[src/rtl/uart_carrier_pkg.sv]
// Shared types and helpers for the carrier-modulated serial port.
// Assumes a single clock domain; all rates are derived from clock enables.
package uart_carrier_pkg;

    localparam int N_SRC   = 4;               // clock-source inputs
    localparam int SEL_W   = $clog2(N_SRC);   // source select width
    localparam int PRE_W   = 3;               // prescaler counter width (up to 1/8)
    localparam int DATA_W  = 8;               // widest character
    localparam int CNT_W   = 4;               // per-bit tick counter width
    localparam int LAST_HI = 15;              // last tick of a 16-tick bit
    localparam int LAST_LO = 3;               // last tick of a 4-tick bit
    localparam int MID_HI  = 6;               // centre of the 3-sample vote window (16x)
    localparam int MID_LO  = 1;               // single sample point (4x)
    localparam int REG_W   = 16;              // register data width

    // Frame phase shared by transmitter and receiver
    typedef enum logic [2:0] {
        PH_IDLE, PH_START, PH_DATA, PH_PAR, PH_STOP
    } phase_t;

    // Mode register layout, MSB first (bit 8 .. bit 0)
    typedef struct packed {
        logic two_stop;    // bit 8
        logic odd_par;     // bit 7
        logic par_on;      // bit 6
        logic short_char;  // bit 5: 7 data bits
        logic flip_tx;     // bit 4
        logic flip_rx;     // bit 3
        logic fast_bit;    // bit 2: 4 ticks per bit
        logic car_on;      // bit 1
        logic car_on_high; // bit 0
    } mode_t;

    localparam int MODE_W = $bits(mode_t);

    // Parity bit for a character: even parity unless odd is requested
    function automatic logic frame_parity(input logic [DATA_W-1:0] d,
                                          input logic short_char,
                                          input logic odd);
        logic x;
        x = short_char ? ^d[DATA_W-2:0] : ^d;
        return x ^ odd;
    endfunction

    // Index of the last data bit for the chosen character length
    function automatic logic [2:0] last_data_idx(input logic short_char);
        return short_char ? 3'(DATA_W - 2) : 3'(DATA_W - 1);
    endfunction

endpackage

[src/rtl/uc_clkgen.sv]
// Clock-source select and prescaler.
// Picks one of the source enable trains and divides it to an operating tick.
// Assumes select and divide are stable while run is high.
module uc_clkgen
    import uart_carrier_pkg::*;
(
    input  logic             clk,
    input  logic             rst_n,
    input  logic             run,
    input  logic [N_SRC-1:0] src_tick,
    input  logic [SEL_W-1:0] src_sel,
    input  logic [1:0]       div_sel,
    output logic             op_tick
);

    logic             sel_tick;
    logic [PRE_W-1:0] pre_cnt;
    logic [PRE_W-1:0] mask;

    assign sel_tick = src_tick[src_sel];

    // Divide mask: full range on even sources, 1/1 or 1/4 on odd sources
    always_comb begin
        if (src_sel[0]) begin
            mask = (div_sel == 2'd2) ? 3'd3 : 3'd0;
        end else begin
            case (div_sel)
                2'd0:    mask = 3'd0;
                2'd1:    mask = 3'd1;
                2'd2:    mask = 3'd3;
                default: mask = 3'd7;
            endcase
        end
    end

    // Prescaler counts pulses of the selected source
    always_ff @(posedge clk) begin
        if (!rst_n || !run) pre_cnt <= '0;
        else if (sel_tick)  pre_cnt <= pre_cnt + 1'b1;
    end

    assign op_tick = run && sel_tick && ((pre_cnt & mask) == mask);

    AST_TICK_FROM_SOURCE: assert property (@(posedge clk) disable iff (!rst_n)
        op_tick |-> src_tick[src_sel]);

endmodule

[src/rtl/uc_tx.sv]
// Transmit serializer.
// Takes a byte on valid/ready and produces the un-modulated frame level.
// Assumes the mode is stable for the duration of a frame.
module uc_tx
    import uart_carrier_pkg::*;
(
    input  logic              clk,
    input  logic              rst_n,
    input  logic              run,
    input  logic              op_tick,
    input  mode_t             cfg,
    input  logic              tx_valid,
    input  logic [DATA_W-1:0] tx_data,
    output logic              tx_ready,
    output logic              line_o
);

    phase_t            ph;
    logic [CNT_W-1:0]  tick_cnt;
    logic [DATA_W-1:0] shreg;
    logic [2:0]        idx;
    logic              par_q;
    logic              extra_stop;
    logic [CNT_W-1:0]  last_tick;
    logic              accept;

    assign last_tick = cfg.fast_bit ? CNT_W'(LAST_LO) : CNT_W'(LAST_HI);
    assign tx_ready  = run && (ph == PH_IDLE);
    assign accept    = tx_valid && tx_ready;

    // Frame sequencer: start, data, optional parity, one or two stops
    always_ff @(posedge clk) begin
        if (!rst_n || !run) begin
            ph         <= PH_IDLE;
            tick_cnt   <= '0;
            shreg      <= '0;
            idx        <= '0;
            par_q      <= 1'b0;
            extra_stop <= 1'b0;
        end else if (accept) begin
            ph         <= PH_START;
            tick_cnt   <= '0;
            shreg      <= tx_data;
            idx        <= '0;
            par_q      <= frame_parity(tx_data, cfg.short_char, cfg.odd_par);
            extra_stop <= cfg.two_stop;
        end else if (op_tick && ph != PH_IDLE) begin
            if (tick_cnt == last_tick) begin
                tick_cnt <= '0;
                case (ph)
                    PH_START: ph <= PH_DATA;
                    PH_DATA: begin
                        shreg <= shreg >> 1;
                        idx   <= idx + 1'b1;
                        if (idx == last_data_idx(cfg.short_char))
                            ph <= cfg.par_on ? PH_PAR : PH_STOP;
                    end
                    PH_PAR: ph <= PH_STOP;
                    PH_STOP: begin
                        if (extra_stop) extra_stop <= 1'b0;
                        else            ph         <= PH_IDLE;
                    end
                    default: ph <= PH_IDLE;
                endcase
            end else begin
                tick_cnt <= tick_cnt + 1'b1;
            end
        end
    end

    // Line level for the current phase
    always_comb begin
        case (ph)
            PH_START: line_o = 1'b0;
            PH_DATA:  line_o = shreg[0];
            PH_PAR:   line_o = par_q;
            default:  line_o = 1'b1;
        endcase
    end

    AST_START_BIT_LOW: assert property (@(posedge clk) disable iff (!rst_n)
        (run && $past(accept)) |-> (line_o == 1'b0));

endmodule

[src/rtl/uc_carrier.sv]
// Carrier generator and modulator.
// A half-period counter on the operating tick makes a square wave that
// replaces either the high or the low portion of the frame level.
module uc_carrier
    import uart_carrier_pkg::*;
#(
    parameter int CAR_W = 8
)(
    input  logic             clk,
    input  logic             rst_n,
    input  logic             run,
    input  logic             op_tick,
    input  logic             car_on,
    input  logic             car_on_high,
    input  logic [CAR_W-1:0] half_len,
    input  logic             data_i,
    output logic             mod_o
);

    logic [CAR_W-1:0] car_cnt;
    logic             carrier;

    // Square wave toggles every half_len+1 operating ticks
    always_ff @(posedge clk) begin
        if (!rst_n || !run || !car_on) begin
            car_cnt <= '0;
            carrier <= 1'b0;
        end else if (op_tick) begin
            if (car_cnt == half_len) begin
                car_cnt <= '0;
                carrier <= ~carrier;
            end else begin
                car_cnt <= car_cnt + 1'b1;
            end
        end
    end

    // Carrier shows during the selected data level, steady level otherwise
    always_comb begin
        if (!car_on)          mod_o = data_i;
        else if (car_on_high) mod_o = data_i & carrier;
        else                  mod_o = data_i | carrier;
    end

    AST_CARRIER_LOWPHASE_HOLDS_HIGH: assert property (@(posedge clk) disable iff (!rst_n)
        (car_on && !car_on_high && data_i) |-> mod_o);
    AST_CARRIER_HIGHPHASE_HOLDS_LOW: assert property (@(posedge clk) disable iff (!rst_n)
        (car_on && car_on_high && !data_i) |-> !mod_o);

endmodule

[src/rtl/uc_rx.sv]
// Receiver.
// Synchronizes the serial input, detects a falling edge, confirms the start
// bit at mid-bit and assembles a character. Uses a three-sample majority
// vote with 16 ticks per bit and a single sample with 4 ticks per bit.
module uc_rx
    import uart_carrier_pkg::*;
(
    input  logic              clk,
    input  logic              rst_n,
    input  logic              run,
    input  logic              op_tick,
    input  mode_t             cfg,
    input  logic              pin,
    output logic              rx_valid,
    output logic [DATA_W-1:0] rx_data,
    output logic              frame_err,
    output logic              par_err
);

    logic              sync1, sync2, prev;
    logic              line;
    logic              fall;
    phase_t            ph;
    logic [CNT_W-1:0]  tick_cnt;
    logic [1:0]        votes;
    logic [DATA_W-1:0] shreg;
    logic [2:0]        idx;
    logic              par_rx;
    logic [CNT_W-1:0]  last_tick;
    logic              in_win;
    logic              bit_val;
    logic [DATA_W-1:0] char_w;

    assign line      = sync2 ^ cfg.flip_rx;
    assign fall      = prev && !line;
    assign last_tick = cfg.fast_bit ? CNT_W'(LAST_LO) : CNT_W'(LAST_HI);
    assign in_win    = cfg.fast_bit ? (tick_cnt == CNT_W'(MID_LO))
                                    : (tick_cnt >= CNT_W'(MID_HI - 1) &&
                                       tick_cnt <= CNT_W'(MID_HI + 1));
    assign bit_val   = cfg.fast_bit ? (votes != 2'd0) : (votes >= 2'd2);
    assign char_w    = cfg.short_char ? {1'b0, shreg[DATA_W-1:1]} : shreg;

    // Two-stage input synchronizer and edge history
    always_ff @(posedge clk) begin
        if (!rst_n) begin
            sync1 <= 1'b1;
            sync2 <= 1'b1;
            prev  <= 1'b1;
        end else begin
            sync1 <= pin;
            sync2 <= sync1;
            prev  <= line;
        end
    end

    // Bit sampling and character assembly
    always_ff @(posedge clk) begin
        if (!rst_n || !run) begin
            ph        <= PH_IDLE;
            tick_cnt  <= '0;
            votes     <= '0;
            shreg     <= '0;
            idx       <= '0;
            par_rx    <= 1'b0;
            rx_valid  <= 1'b0;
            rx_data   <= '0;
            frame_err <= 1'b0;
            par_err   <= 1'b0;
        end else begin
            rx_valid <= 1'b0;
            if (ph == PH_IDLE) begin
                if (fall) begin
                    ph       <= PH_START;
                    tick_cnt <= '0;
                    votes    <= '0;
                end
            end else if (op_tick) begin
                if (in_win) votes <= votes + {1'b0, line};
                if (tick_cnt == last_tick) begin
                    tick_cnt <= '0;
                    votes    <= '0;
                    case (ph)
                        PH_START: begin
                            ph  <= bit_val ? PH_IDLE : PH_DATA;
                            idx <= '0;
                        end
                        PH_DATA: begin
                            shreg <= {bit_val, shreg[DATA_W-1:1]};
                            idx   <= idx + 1'b1;
                            if (idx == last_data_idx(cfg.short_char))
                                ph <= cfg.par_on ? PH_PAR : PH_STOP;
                        end
                        PH_PAR: begin
                            par_rx <= bit_val;
                            ph     <= PH_STOP;
                        end
                        default: begin
                            rx_valid  <= 1'b1;
                            rx_data   <= char_w;
                            frame_err <= !bit_val;
                            par_err   <= cfg.par_on &&
                                         (par_rx != frame_parity(char_w, cfg.short_char, cfg.odd_par));
                            ph        <= PH_IDLE;
                        end
                    endcase
                end else begin
                    tick_cnt <= tick_cnt + 1'b1;
                end
            end
        end
    end

    AST_VALID_ONE_CLOCK: assert property (@(posedge clk) disable iff (!rst_n)
        rx_valid |=> !rx_valid);
    AST_SHORT_CHAR_TOP_ZERO: assert property (@(posedge clk) disable iff (!rst_n)
        (rx_valid && cfg.short_char) |-> !rx_data[DATA_W-1]);

endmodule

[src/rtl/uart_carrier.sv]
// Top of the carrier-modulated serial port.
// Holds the configuration registers and joins the clock generator,
// transmitter, carrier modulator and receiver. Pin inversion is applied
// here, outside the modulator.
module uart_carrier
    import uart_carrier_pkg::*;
#(
    parameter int CAR_W = 8
)(
    input  logic             clk,
    input  logic             rst_n,
    input  logic             reg_wr,
    input  logic [1:0]       reg_addr,
    input  logic [REG_W-1:0] reg_wdata,
    output logic [REG_W-1:0] reg_rdata,
    input  logic [N_SRC-1:0] src_tick,
    input  logic             tx_valid,
    input  logic [7:0]       tx_data,
    output logic             tx_ready,
    output logic             tx_pin,
    input  logic             rx_pin,
    output logic             rx_valid,
    output logic [7:0]       rx_data,
    output logic             rx_frame_err,
    output logic             rx_par_err
);

    localparam logic [1:0] A_CTRL = 2'd0;
    localparam logic [1:0] A_CLK  = 2'd1;
    localparam logic [1:0] A_MODE = 2'd2;
    localparam logic [1:0] A_CAR  = 2'd3;

    logic             run_q;
    logic [SEL_W-1:0] src_q;
    logic [1:0]       div_q;
    mode_t            mode_q;
    logic [CAR_W-1:0] half_q;
    logic             op_tick;
    logic             frame_lvl;
    logic             mod_lvl;

    // Register writes; the clock register is locked while running
    always_ff @(posedge clk) begin
        if (!rst_n) begin
            run_q  <= 1'b0;
            src_q  <= '0;
            div_q  <= '0;
            mode_q <= '0;
            half_q <= '0;
        end else if (reg_wr) begin
            case (reg_addr)
                A_CTRL: run_q <= reg_wdata[0];
                A_CLK: begin
                    if (!run_q) begin
                        src_q <= reg_wdata[SEL_W-1:0];
                        div_q <= reg_wdata[5:4];
                    end
                end
                A_MODE:  mode_q <= mode_t'(reg_wdata[MODE_W-1:0]);
                default: half_q <= reg_wdata[CAR_W-1:0];
            endcase
        end
    end

    // Read mux with undefined bits forced to zero
    always_comb begin
        reg_rdata = '0;
        case (reg_addr)
            A_CTRL: reg_rdata[0] = run_q;
            A_CLK: begin
                reg_rdata[SEL_W-1:0] = src_q;
                reg_rdata[5:4]       = div_q;
            end
            A_MODE:  reg_rdata[MODE_W-1:0] = mode_q;
            default: reg_rdata[CAR_W-1:0]  = half_q;
        endcase
    end

    uc_clkgen u_clkgen (
        .clk      (clk),
        .rst_n    (rst_n),
        .run      (run_q),
        .src_tick (src_tick),
        .src_sel  (src_q),
        .div_sel  (div_q),
        .op_tick  (op_tick)
    );

    uc_tx u_tx (
        .clk      (clk),
        .rst_n    (rst_n),
        .run      (run_q),
        .op_tick  (op_tick),
        .cfg      (mode_q),
        .tx_valid (tx_valid),
        .tx_data  (tx_data),
        .tx_ready (tx_ready),
        .line_o   (frame_lvl)
    );

    uc_carrier #(.CAR_W(CAR_W)) u_carrier (
        .clk         (clk),
        .rst_n       (rst_n),
        .run         (run_q),
        .op_tick     (op_tick),
        .car_on      (mode_q.car_on),
        .car_on_high (mode_q.car_on_high),
        .half_len    (half_q),
        .data_i      (frame_lvl),
        .mod_o       (mod_lvl)
    );

    assign tx_pin = mod_lvl ^ mode_q.flip_tx;

    uc_rx u_rx (
        .clk       (clk),
        .rst_n     (rst_n),
        .run       (run_q),
        .op_tick   (op_tick),
        .cfg       (mode_q),
        .pin       (rx_pin),
        .rx_valid  (rx_valid),
        .rx_data   (rx_data),
        .frame_err (rx_frame_err),
        .par_err   (rx_par_err)
    );

    AST_CLOCK_CFG_LOCKED: assert property (@(posedge clk) disable iff (!rst_n)
        (run_q && $past(run_q)) |-> $stable({src_q, div_q}));
    AST_IDLE_PIN_LEVEL: assert property (@(posedge clk) disable iff (!rst_n)
        (!mode_q.car_on && tx_ready) |-> (tx_pin == !mode_q.flip_tx));

endmodule

[config.mk]
export PLATFORM = sky130hd
export DESIGN_NAME = uart_carrier
export DESIGN_NICKNAME = d
export VERILOG_FILES = /design/src/rtl/uart_carrier_pkg.sv /design/src/rtl/uc_clkgen.sv /design/src/rtl/uc_tx.sv /design/src/rtl/uc_carrier.sv /design/src/rtl/uc_rx.sv /design/src/rtl/uart_carrier.sv
export SDC_FILE = /design/constraint.sdc
export NUM_CORES = 1
export LEC_CHECK = 0
export ABC_AREA = 1
export ABC_CLOCK_PERIOD_IN_PS = 1900
export BUFFER_PORTS_ARGS = -buffer_cell sky130_fd_sc_hd__buf_2
export CORE_AREA = 3 3 141 143
export CTS_BUF_LIST = sky130_fd_sc_hd__clkbuf_2 sky130_fd_sc_hd__clkbuf_4 sky130_fd_sc_hd__clkbuf_8
export DETAILED_ROUTE_END_ITERATION = 8
export DIE_AREA = 0 0 144 146
export SLEW_MARGIN = 10
export SYNTH_ARGS = -nofsm -noshare
export SYNTH_HDL_FRONTEND = slang
export SYNTH_SLANG_ARGS = --single-unit
[constraint.sdc]
create_clock -name clk -period 1.9 [get_ports clk]
set_clock_uncertainty 0.1 [all_clocks]
set_input_delay 0.38 -clock clk [delete_from_list [all_inputs] [get_ports clk]]
set_output_delay 0.38 -clock clk [all_outputs]
set_load 0.01 [all_outputs]
==> results.json, run 1 <==
{
  "status": "finished with violations",
  "violations": "setup timing",
  "use_met3_pct": 2.070,
  "die_h_microns": 146,
  "use_met1_pct": 14.75,
  "die_w_microns": 144,
  "yosysTopAreaCell": "dfxtp_1",
  "rsz0062_at_grt": "true",
  "dp_cells": 951,
  "post-route-period-util_pct": 114.3,
  "die_area_sq_um": 21020,
  "ys_async_sr_fraction_pct": 0,
  "multiInputGateArea_sq_um": 2479,
  "fmax_mhz": 460.6,
  "hold_buffers": 0,
  "placed_area_sq_um": 5268,
  "firstDrtPassIters": 5,
  "dp_hpwl_microns": 8606,
  "drc": 0,
  "grt_max_degree": 23,
  "routed_wl_microns": 11510,
  "hold_violations": 0,
  "ioPinCount": 64,
  "routabilityCongestion": 0.8202,
  "nFillCells": 2028,
  "grtUsageMet2_pct": 17.74,
  "cts_buffers": 9,
  "synthDominantCellAreaShare_pct": 38.29,
  "drive_above_1_share_pct": 19.75,
  "synth-seq-area-share_pct": 38.29,
  "numPortBuffers": 49,
  "power_density_nw_per_um2": 673.8,
  "power_w": 0.003753,
  "antenna_found_initial": 0,
  "arrival_ns": 1.69,
  "cts_max_path_buffers": 2,
  "worstPathRequired_ns": 1.42,
  "stdcell_area_sq_um": 5569,
  "period_needed_ns": 2.171,
  "slowest_stage": "dfxtp_4",
  "path_max_fanout": 4,
  "crit_chain": "nor2_4 -> nor2_2 -> inv_1 -> a21oi_2 -> o311ai_2 -> o31ai_2 -> xor2_1 -> buf_2",
  "ys_top_cells_by_area": "dfxtp_1 38%, nand2_1 13%, a21oi_1 7.7%",
  "postRouteAntennaNets": 0,
  "synth-edff-count": 0,
  "cts.reportedPaths.clkPinSlew_ns": 0.10,
  "yosysWarnings": 0,
  "ir_drop_uv": 379.0,
  "cts.sinks": 89,
  "worstHoldStart": "rx_pin",
  "nets": 774,
  "initial_utilization_pct": 24.88,
  "grt_usage_pct": 11.14,
  "grt_pass1_wl_microns": 18910,
  "critPathBufInv": 2,
  "busiest_layer": "met2",
  "grt_pass1_vias": 3921,
  "fp-row-count": 50,
  "diodes": 0,
  "final_cell_count_no_fill": 968,
  "r2r_start": "src_q[0]",
  "crit_path_start": "u_tx.ph[1]",
  "worst_hold_slack_ns": 0.08925,
  "max_stage_delay_ns": 0.39,
  "power_leakage_nw": 2.341,
  "synth_area_sq_um": 4653,
  "root_buffer": "clkbuf_8",
  "synthFlopType": "dfxtp_1",
  "regArea_sq_um": 1799,
  "via_count": 4293,
  "cap_viol_max_count": 0,
  "slew_violations": 0,
  "area_delta_synth_final_pct": 19.68,
  "cts_tree": "yes",
  "core_region_area_sq_um": 18710,
  "crit_family": "flip-flops",
  "avgSynthCellArea_sq_um": 7.050,
  "wire_per_inst_microns": 11.89,
  "clkLatencyLatePin_ns": 0.38,
  "yosys.cell_types.count": 46,
  "ys_ff_latch": 89,
  "critPathLaunchType": "flop",
  "drtIter0Drc": 167,
  "end_kind": "output pin",
  "min_path_type": "primary input to flop",
  "setup_ws_ns": -0.2712,
  "viasPerCell": 4.435,
  "grt_overflow_total": 0,
  "synth_cells": 660,
  "setup_viol": 1,
  "crit_type": "flop to output pin",
  "h-tree-depth": 3
}
[cell type report]
cell class / instances / area share (%)
Clock inverter: 5 / 1.460
Inverter: 87 / 5.976
Multi-Input combinational cell: 468 / 44.51
Clock buffer: 10 / 2.359
Timing Repair Buffer: 75 / 8.133
Tap cell: 234 / 5.257
Sequential cell: 89 / 32.31
[cell usage after synthesis (9+ instances only)]
cell type,count
nand2_1,160
dfxtp_1,89
inv_1,79
a21oi_1,72
o21ai_0,50
nor2_1,42
nand3_1,24
xor2_1,13
o21ai_1,11
buf_4,10
ha_1,9
nand4_1,9
nor3_1,9
[registers in the layout, indices dropped and copies added, names as in the netlist, 4 cells and up]
signal,cells
u_rx.tick_cnt,4
half_q,8
u_rx.rx_data,8
u_tx.shreg,8
mode_q,9
u_rx.shreg,8
u_carrier.car_cnt,8
u_tx.tick_cnt,4
[path summary, 6_finish.rpt]
kind	slack [ns]	cells past startpoint	endpoint
worst max-delay path	-0.27	8	tx_pin
worst min-delay path	0.09	2	u_rx.sync1
worst max register to register	0.12	12	u_rx.par_err
worst min register to register	0.34	1	u_rx.sync2
[metal layers]
| layer | up-vias | wire (microns) |
|---|---|---|
| met5 | - | 0 |
| met4 | 0 | 214 |
| met3 | 13 | 485 |
| met2 | 85 | 5240 |
| met1 | 1920 | 5574 |
| li1 | 2275 | - |
[metrics by stage]
step | setup TNS (ns) | utilization [%] | setup WS [ns]
floorplan | 0 | - | 0.2694
detailed placement | 0 | 28.16 | 0.01099
CTS | -0.2573 | 29.48 | -0.2447
finish | -0.2712 | 29.77 | -0.2712
global placement | 0 | 28.16 | 0.02942
global route | -0.4238 | 29.77 | -0.3753
[worst register-to-register path: cells and delay by family, from the launching register on]
kind                   cells  cell delay (ns)
AO/OA/AOI/OAI              1             0.12
buffers and inverters      2             0.28
flip-flops                 1             0.35
AND/OR/NAND/NOR            9             0.88
[layout by cell type (no fill, tap or decap), drive strengths merged, types with 3 or more instances in the layout]
master,netlist,layout
nand2,171,171
o22ai,5,5
xor2,13,13
xnor2,5,5
nand3,27,27
dfxtp,89,89
o221ai,3,3
conb,1,7
clkbuf,6,10
a21oi,74,74
nor2,51,51
inv,85,86
mux2i,6,6
ha,9,9
o21ai,62,62
buf,16,75
nor3,9,9
nand4,9,9
[what timing repair did]
action                                  CTS  global route
buffers inserted                          0             2
pin swaps                                 1             4
endpoints found under the setup margin    4            25
hold endpoints to repair                  0             0
resized for setup                        13            17
[logic make-up after synthesis]
kind of cell | synth area share, %
xor+xnor | 3.388
fa+ha+maj | 2.420
other cells | 0.08059
simple gates | 26.89
compound gates | 17.40
buf+inv | 10.00
mux | 1.533
flops | 38.29
[power breakdown]
| group | internal [W] | switching [W] |
|---|---|---|
| Clock | 0.000749 | 0.000697 |
| Combinational | 0.000148 | 0.000246 |
| Sequential | 0.00189 | 0.0000227 |
| Total | 0.00279 | 0.000965 |
Note: power is estimated with default switching activity, not from simulation.
==> inputs of run 2 (changes only) <==
--- a/config.mk
+++ b/config.mk
@@ -10,8 +10,11 @@
 export BUFFER_PORTS_ARGS = -buffer_cell sky130_fd_sc_hd__buf_2
 export CORE_AREA = 3 3 141 143
 export CTS_BUF_LIST = sky130_fd_sc_hd__clkbuf_2 sky130_fd_sc_hd__clkbuf_4 sky130_fd_sc_hd__clkbuf_8
+export CTS_CLUSTER_SIZE = 40
 export DETAILED_ROUTE_END_ITERATION = 8
 export DIE_AREA = 0 0 144 146
+export PLACE_DENSITY = 0.42
+export SKIP_LAST_GASP = 1
 export SLEW_MARGIN = 10
 export SYNTH_ARGS = -nofsm -noshare
 export SYNTH_HDL_FRONTEND = slang
==> run 2 against run 1 <==
Effect of this change: the run still ends with setup timing left; register-to-register slack about the same; sequential power about the same; maximum frequency increased by 3.2%; die area unchanged; sequential cell count unchanged; sequential share of layout area decreased by 0.053 points; final cell count increased by 0.41%; non-clock buffer count increased by 3; via count increased by 2.0%; critical path depth unchanged; routed wire length increased by 9.6%; first-iteration DRC count increased by 25%.
==> results.json, run 2 (synthesis results as in run 1) <==
{
  "post-route-period-util_pct": 110.7,
  "grt_max_degree": 24,
  "end_kind": "output pin",
  "fp-row-count": 50,
  "crit_path_end": "tx_pin",
  "routabilityCongestion": 0.8088,
  "die_h_microns": 146,
  "cts_max_path_buffers": 2,
  "firstDrtPassIters": 4,
  "slowest_stage": "dfxtp_4",
  "dp_hpwl_microns": 9530,
  "slew_violations": 0,
  "largest_reg_flops": 9,
  "grt_pass1_vias": 4250,
  "period_needed_ns": 2.103,
  "diodes": 0,
  "max_stage_delay_ns": 0.38,
  "rrSetupSlack_ns": 0.12,
  "top_register": "mode_q",
  "placed_area_sq_um": 5270,
  "setup_ws_ns": -0.2031,
  "cts_tree": "yes",
  "antenna_found_initial": 0,
  "crit_path_start": "u_tx.ph[1]",
  "initial_utilization_pct": 24.88,
  "root_buffer": "clkbuf_8",
  "r2r.worst_path.cells": 10,
  "die_w_microns": 144,
  "arrival_ns": 1.62,
  "violations": "setup timing",
  "numPortBuffers": 49,
  "r2r_start": "u_tx.ph[1]",
  "layout_commonest_cell": "nand2_1",
  "worstPathRequired_ns": 1.42,
  "cap_viol_max_count": 0,
  "routed_wl_microns": 12620,
  "setup_viol": 1,
  "postRouteAntennaNets": 0,
  "area_delta_synth_final_pct": 19.63,
  "dp_cells": 953,
  "nFillCells": 2006,
  "ioPinCount": 64,
  "via_count": 4380,
  "viasPerCell": 4.506,
  "final_cell_count_no_fill": 972,
  "final_cell_mix": "156 x nand2_1, 80 x dfxtp_1, 78 x inv_1",
  "drc": 0,
  "cts.sinks": 89,
  "stdcell_area_sq_um": 5567,
  "wire_per_inst_microns": 12.98,
  "h-tree-depth": 3,
  "fmax_mhz": 475.5,
  "crit_chain": "nor2_2 -> nor2_1 -> inv_1 -> a21oi_2 -> o311ai_1 -> o31ai_2 -> xor2_1 -> buf_2",
  "drtIter0Drc": 208,
  "drive_above_1_share_pct": 20.87,
  "status": "finished with violations",
  "power_density_nw_per_um2": 644.6,
  "ir_drop_uv": 336.5,
  "crit_type": "flop to output pin",
  "power_leakage_nw": 2.355,
  "min_path_type": "primary input to flop",
  "cts_buffers": 9,
  "r2r-end": "u_tx.shreg[0]",
  "die_area_sq_um": 21020,
  "hold_violations": 0,
  "clkLatencyLatePin_ns": 0.37,
  "nets": 777,
  "path_max_fanout": 5,
  "critPathLaunchType": "flop",
  "cts.reportedPaths.clkPinSlew_ns": 0.09,
  "core_region_area_sq_um": 18710,
  "grt_overflow_total": 0,
  "grt_usage_pct": 12.27,
  "rsz0062_at_grt": "true",
  "grt_pass1_wl_microns": 20640
}
==> run 2: changes by cell type in the layout (fill, tap and decap cells not counted), sizes merged <==
cell	delta
buf	+3
clkbuf	+2
inv	+1
bufinv	-2
==> run 2: worst min-delay path by stage <==
| stage | start | endpoint | slack, ns | cells after the start |
|---|---|---|---|---|
| after floorplan | u_rx.sync1 | u_rx.sync2 | 0.29 | 1 |
| after global placement | u_rx.sync1 | u_rx.sync2 | 0.31 | 1 |
| after detailed placement | u_rx.sync1 | u_rx.sync2 | 0.31 | 1 |
| after CTS | rx_pin | u_rx.sync1 | 0.08 | 2 |
| after global routing | rx_pin | u_rx.sync1 | 0.09 | 2 |
| final | rx_pin | u_rx.sync1 | 0.10 | 2 |
==> run 2: where the power goes <==
group	internal, W	switching [W]
combinational	0.000150	0.000254
clock	0.000563	0.000705
sequential	0.00189	0.0000221
==> run 2: per-stage QoR <==
| step | util [%] | worst slack, ns | total power (W) | hold slack (ns) | setup TNS (ns) |
|---|---|---|---|---|---|
| after floorplan | - | 0.2694 | 0.002221 | 0.2925 | 0 |
| after global placement | 28.17 | 0.03031 | 0.002355 | 0.3129 | 0 |
| after detailed placement | 28.17 | 0.02248 | 0.002357 | 0.3072 | 0 |
| after CTS | 29.41 | -0.2354 | 0.003652 | 0.07604 | -0.2354 |
| after global routing | 29.76 | -0.3265 | 0.003784 | 0.08546 | -0.4458 |
| final | 29.76 | -0.2031 | 0.003588 | 0.1018 | -0.2031 |
==> run 2: worst max-delay path, delay by kind of cell (launching register included) <==
family	cells	cell delay (ns)
DFF	1	0.38
and+or+nand+nor	2	0.13
buffers and inverters	2	0.22
xor gates and xnor gates	1	0.18
AOI/OAI and AO/OA	3	0.35
==> run 2: timing repair <==
item | 4_1_cts | 5_1_grt
gates resized for setup | 14 | 18
endpoints found under the hold margin | 0 | 0
setup endpoints to repair | 4 | 37
pin swaps | 4 | 5
hold buffers | 0 | 0
setup buffers | 2 | 1
==> run 2: metal layers <==
layer  wire (microns)  GRT usage (%)  vias to the layer above
met5                0              0                        -
met4              176          3.390                        0
met3              467          3.056                       10
met2             6011          20.72                       79
met1             5960          15.42                     2013
li1                 -              -                     2278
==> run 2: area by class of cell <==
cell class                 count  area [sq um]  share of cell area [%]
multi-input combinational    468          2497                   44.86
sequential                    89          1795                   32.25
timing repair buffer          78         462.9                   8.316
inverter                      87         332.8                   5.979
tap                          234         292.8                   5.260
clock buffer                  12         158.9                   2.855
clock inverter                 4         26.28                  0.4720
==> inputs of run 3 (changes only) <==
--- a/config.mk
+++ b/config.mk
@@ -8,14 +8,15 @@
 export ABC_AREA = 1
 export ABC_CLOCK_PERIOD_IN_PS = 1900
 export BUFFER_PORTS_ARGS = -buffer_cell sky130_fd_sc_hd__buf_2
-export CORE_AREA = 3 3 141 143
+export CORE_AREA = 3 3 146 148
 export CTS_BUF_LIST = sky130_fd_sc_hd__clkbuf_2 sky130_fd_sc_hd__clkbuf_4 sky130_fd_sc_hd__clkbuf_8
 export CTS_CLUSTER_SIZE = 40
 export DETAILED_ROUTE_END_ITERATION = 8
-export DIE_AREA = 0 0 144 146
+export DIE_AREA = 0 0 149 151
 export PLACE_DENSITY = 0.42
 export SKIP_LAST_GASP = 1
 export SLEW_MARGIN = 10
 export SYNTH_ARGS = -nofsm -noshare
 export SYNTH_HDL_FRONTEND = slang
+export SYNTH_HIERARCHICAL = 1
 export SYNTH_SLANG_ARGS = --single-unit
==> run 3 against run 2 <==
Effect of this change: the flow still finishes with violations (setup timing); worst hold slack improved by 0.030 ns; non-clock buffer count up 42; die area increased by 7.0%; critical path depth rose by 1; synthesized cell count increased by 11%; routed wire length up 8.8%; register-to-register slack lost 0.22 ns; design area increased by 24%; sequential share of layout area fell by 6.3 points; combinational power is 23% higher; area after synthesis increased by 7.9%; largest cell class unchanged.
==> results.json, run 3 <==
{
  "status": "finished with violations",
  "violations": "setup timing",
  "cts.sinks": 89,
  "ir_drop_uv": 291.8,
  "synth-edff-count": 0,
  "initial_utilization_pct": 24.90,
  "rsz0062_at_grt": "true",
  "crit_path_frequent_cell": "a21oi_2",
  "end_kind": "output pin",
  "fmax_mhz": 455.4,
  "cap_viol_max_count": 0,
  "largest_reg_flops": 9,
  "final_cell_mix": "176 x nand2_1, 84 x nor2_1, 83 x dfxtp_1",
  "dp_hpwl_microns": 9767,
  "fin_tns_setup_ns": -1.717,
  "period_needed_ns": 2.196,
  "ys_async_sr_fraction_pct": 0,
  "die_area_sq_um": 22500,
  "multiInputGateArea_sq_um": 3217,
  "grt_max_degree": 22,
  "drive_above_1_share_pct": 35.36,
  "nFillCells": 2239,
  "dp_cells": 1090,
  "grt_pass1_vias": 4448,
  "cts.reportedPaths.clkPinSlew_ns": 0.08,
  "power_density_nw_per_um2": 568.1,
  "yosys.cell_types.count": 49,
  "ys_ff_latch": 89,
  "crit_type": "flop to output pin",
  "grt_overflow_total": 0,
  "synth_area_sq_um": 5022,
  "whs_endpoint": "u_rx/sync1",
  "synth-seq-area-share_pct": 35.48,
  "worstPathRequired_ns": 1.42,
  "synthTopCellsByCount": "199 x nand2_1, 96 x nor2_1, 89 x dfxtp_1",
  "min_path_type": "primary input to flop",
  "yosysMostFrequentCell": "nand2_1",
  "ioPinCount": 64,
  "path_max_fanout": 3,
  "clkLatencyLatePin_ns": 0.37,
  "cts_buffers": 9,
  "slowest_stage": "dfxtp_2",
  "r2r.worst_path.cells": 15,
  "rrSetupSlack_ns": -0.10,
  "synthFlopType": "dfxtp_1",
  "core_region_area_sq_um": 20170,
  "viasPerCell": 4.206,
  "nets": 898,
  "stdcell_area_sq_um": 6893,
  "final_cell_count_no_fill": 1127,
  "setup_ws_ns": -0.2960,
  "hold_depth": 3,
  "crit_chain": "inv_2 -> nand2_2 -> a21oi_2 -> a21oi_2 -> nor2_1 -> o31ai_1 -> buf_4 -> xor2_2 -> buf_2",
  "synthDominantCellAreaShare_pct": 35.48,
  "routed_wl_microns": 13720,
  "yosysTopAreaCell": "dfxtp_1",
  "drc": 0,
  "synth_cells": 734,
  "setup_viol": 38,
  "drtIter0Drc": 170,
  "layout_commonest_cell": "nand2_1",
  "via_count": 4740,
  "worstHoldStart": "rx_pin",
  "power_leakage_nw": 3.002,
  "regArea_sq_um": 1792,
  "post-route-period-util_pct": 115.6,
  "die_h_microns": 151,
  "ys_top_cells_by_area": "dfxtp_1 35%, nand2_1 15%, nor2_1 7.2%",
  "yosysWarnings": 6,
  "cts_max_path_buffers": 2,
  "arrival_ns": 1.72,
  "routabilityCongestion": 0.7841,
  "placed_area_sq_um": 5913,
  "max_stage_delay_ns": 0.36,
  "critPathLaunchType": "flop",
  "hold_buffers": 0,
  "firstDrtPassIters": 4,
  "top_register": "mode_q",
  "avgSynthCellArea_sq_um": 6.842,
  "fp-row-count": 52,
  "area_delta_synth_final_pct": 37.24,
  "hold_violations": 0,
  "grt_pass1_wl_microns": 22380,
  "antenna_found_initial": 0,
  "slew_violations": 0,
  "numPortBuffers": 49,
  "die_w_microns": 149,
  "h-tree-depth": 3,
  "root_buffer": "clkbuf_8",
  "grt_usage_pct": 12.49,
  "cts_tree": "yes",
  "postRouteAntennaNets": 0,
  "r2r-end": "u_tx/shreg[1]",
  "r2r_start": "src_q[0]",
  "wire_per_inst_microns": 12.18,
  "diodes": 0
}
run 3: cell types whose count changed after synthesis, sizes merged, moves of 10 or more:
cell,delta
nand3,+10
nand2,+48
a21oi,-21
nor2,+62
inv,+10
run 3: cells by family (layout without fill, tap and decap cells):
logic type,after synthesis,count (layout),share of synthesized area [%]
compound gates,126,126,14.65
xor+xnor,12,12,2.093
fa+ha+maj,9,9,2.242
buf+inv,114,230,10.31
flops,89,89,35.48
other cells,1,7,0.07467
simple gates,383,384,35.15
run 3: area by class of cell:
class | count | share of cell area, %
Multi-Input combinational cell | 538 | 46.67
Sequential cell | 89 | 25.99
Timing Repair Buffer | 120 | 13.78
Inverter | 96 | 5.518
Tap cell | 270 | 4.901
Clock buffer | 11 | 2.196
Clock inverter | 3 | 0.9439
run 3: layer usage:
| metal | GRT usage, % | vias up | wire length [microns] |
|---|---|---|---|
| met5 | 0 | - | 0 |
| met3 | 1.765 | 9 | 206 |
| li1 | - | 2543 | - |
| met2 | 19.76 | 38 | 6370 |
| met1 | 17.39 | 2150 | 7001 |
| met4 | 4.531 | 0 | 142 |
run 3: where the power goes:
group          internal (W)  switching, W
logic              0.000204      0.000294
clock network      0.000797      0.000697
registers           0.00189     0.0000301
run 3: metrics by stage:
stage | power [W] | hold WS [ns] | utilization (%) | worst slack, ns
after floorplan | 0.002236 | 0.2795 | - | 0.01316
after global placement | 0.002411 | 0.3023 | 29.32 | -0.09230
after detailed placement | 0.002412 | 0.3005 | 29.32 | -0.1156
after CTS | 0.003962 | 0.1044 | 32.34 | -0.3970
after global routing | 0.004123 | 0.1297 | 34.17 | -0.4698
final | 0.003916 | 0.1322 | 34.17 | -0.2960
run 3: worst max-delay path by stage:
| stage | cells past startpoint | endpoint | startpoint | slack, ns |
|---|---|---|---|---|
| global route | 9 | tx_pin | u_tx/ph[2] | -0.47 |
| global placement | 15 | u_carrier/car_cnt[6] | src_tick[3] | -0.09 |
| detailed placement | 15 | u_rx/idx[2] | src_tick[3] | -0.12 |
| floorplan | 13 | u_rx/idx[2] | src_q[0] | 0.01 |
| CTS | 9 | tx_pin | u_tx/ph[2] | -0.40 |
| finish | 9 | tx_pin | u_tx/ph[2] | -0.30 |
run 3: what timing repair did:
item / CTS / global route
cloned: 4 / 0
setup endpoints to repair: 47 / 60
setup buffers: 13 / 11
pin swaps: 29 / 37
gates resized for setup: 63 / 111
run 3: critical path, delay by kind of cell, from the launching register on:
kind / cells / cell delay [ns]
AO/OA/AOI/OAI: 3 / 0.37
AND/OR/NAND/NOR: 2 / 0.12
buffers and inverters: 3 / 0.37
flip-flops: 1 / 0.36
XOR/XNOR: 1 / 0.14
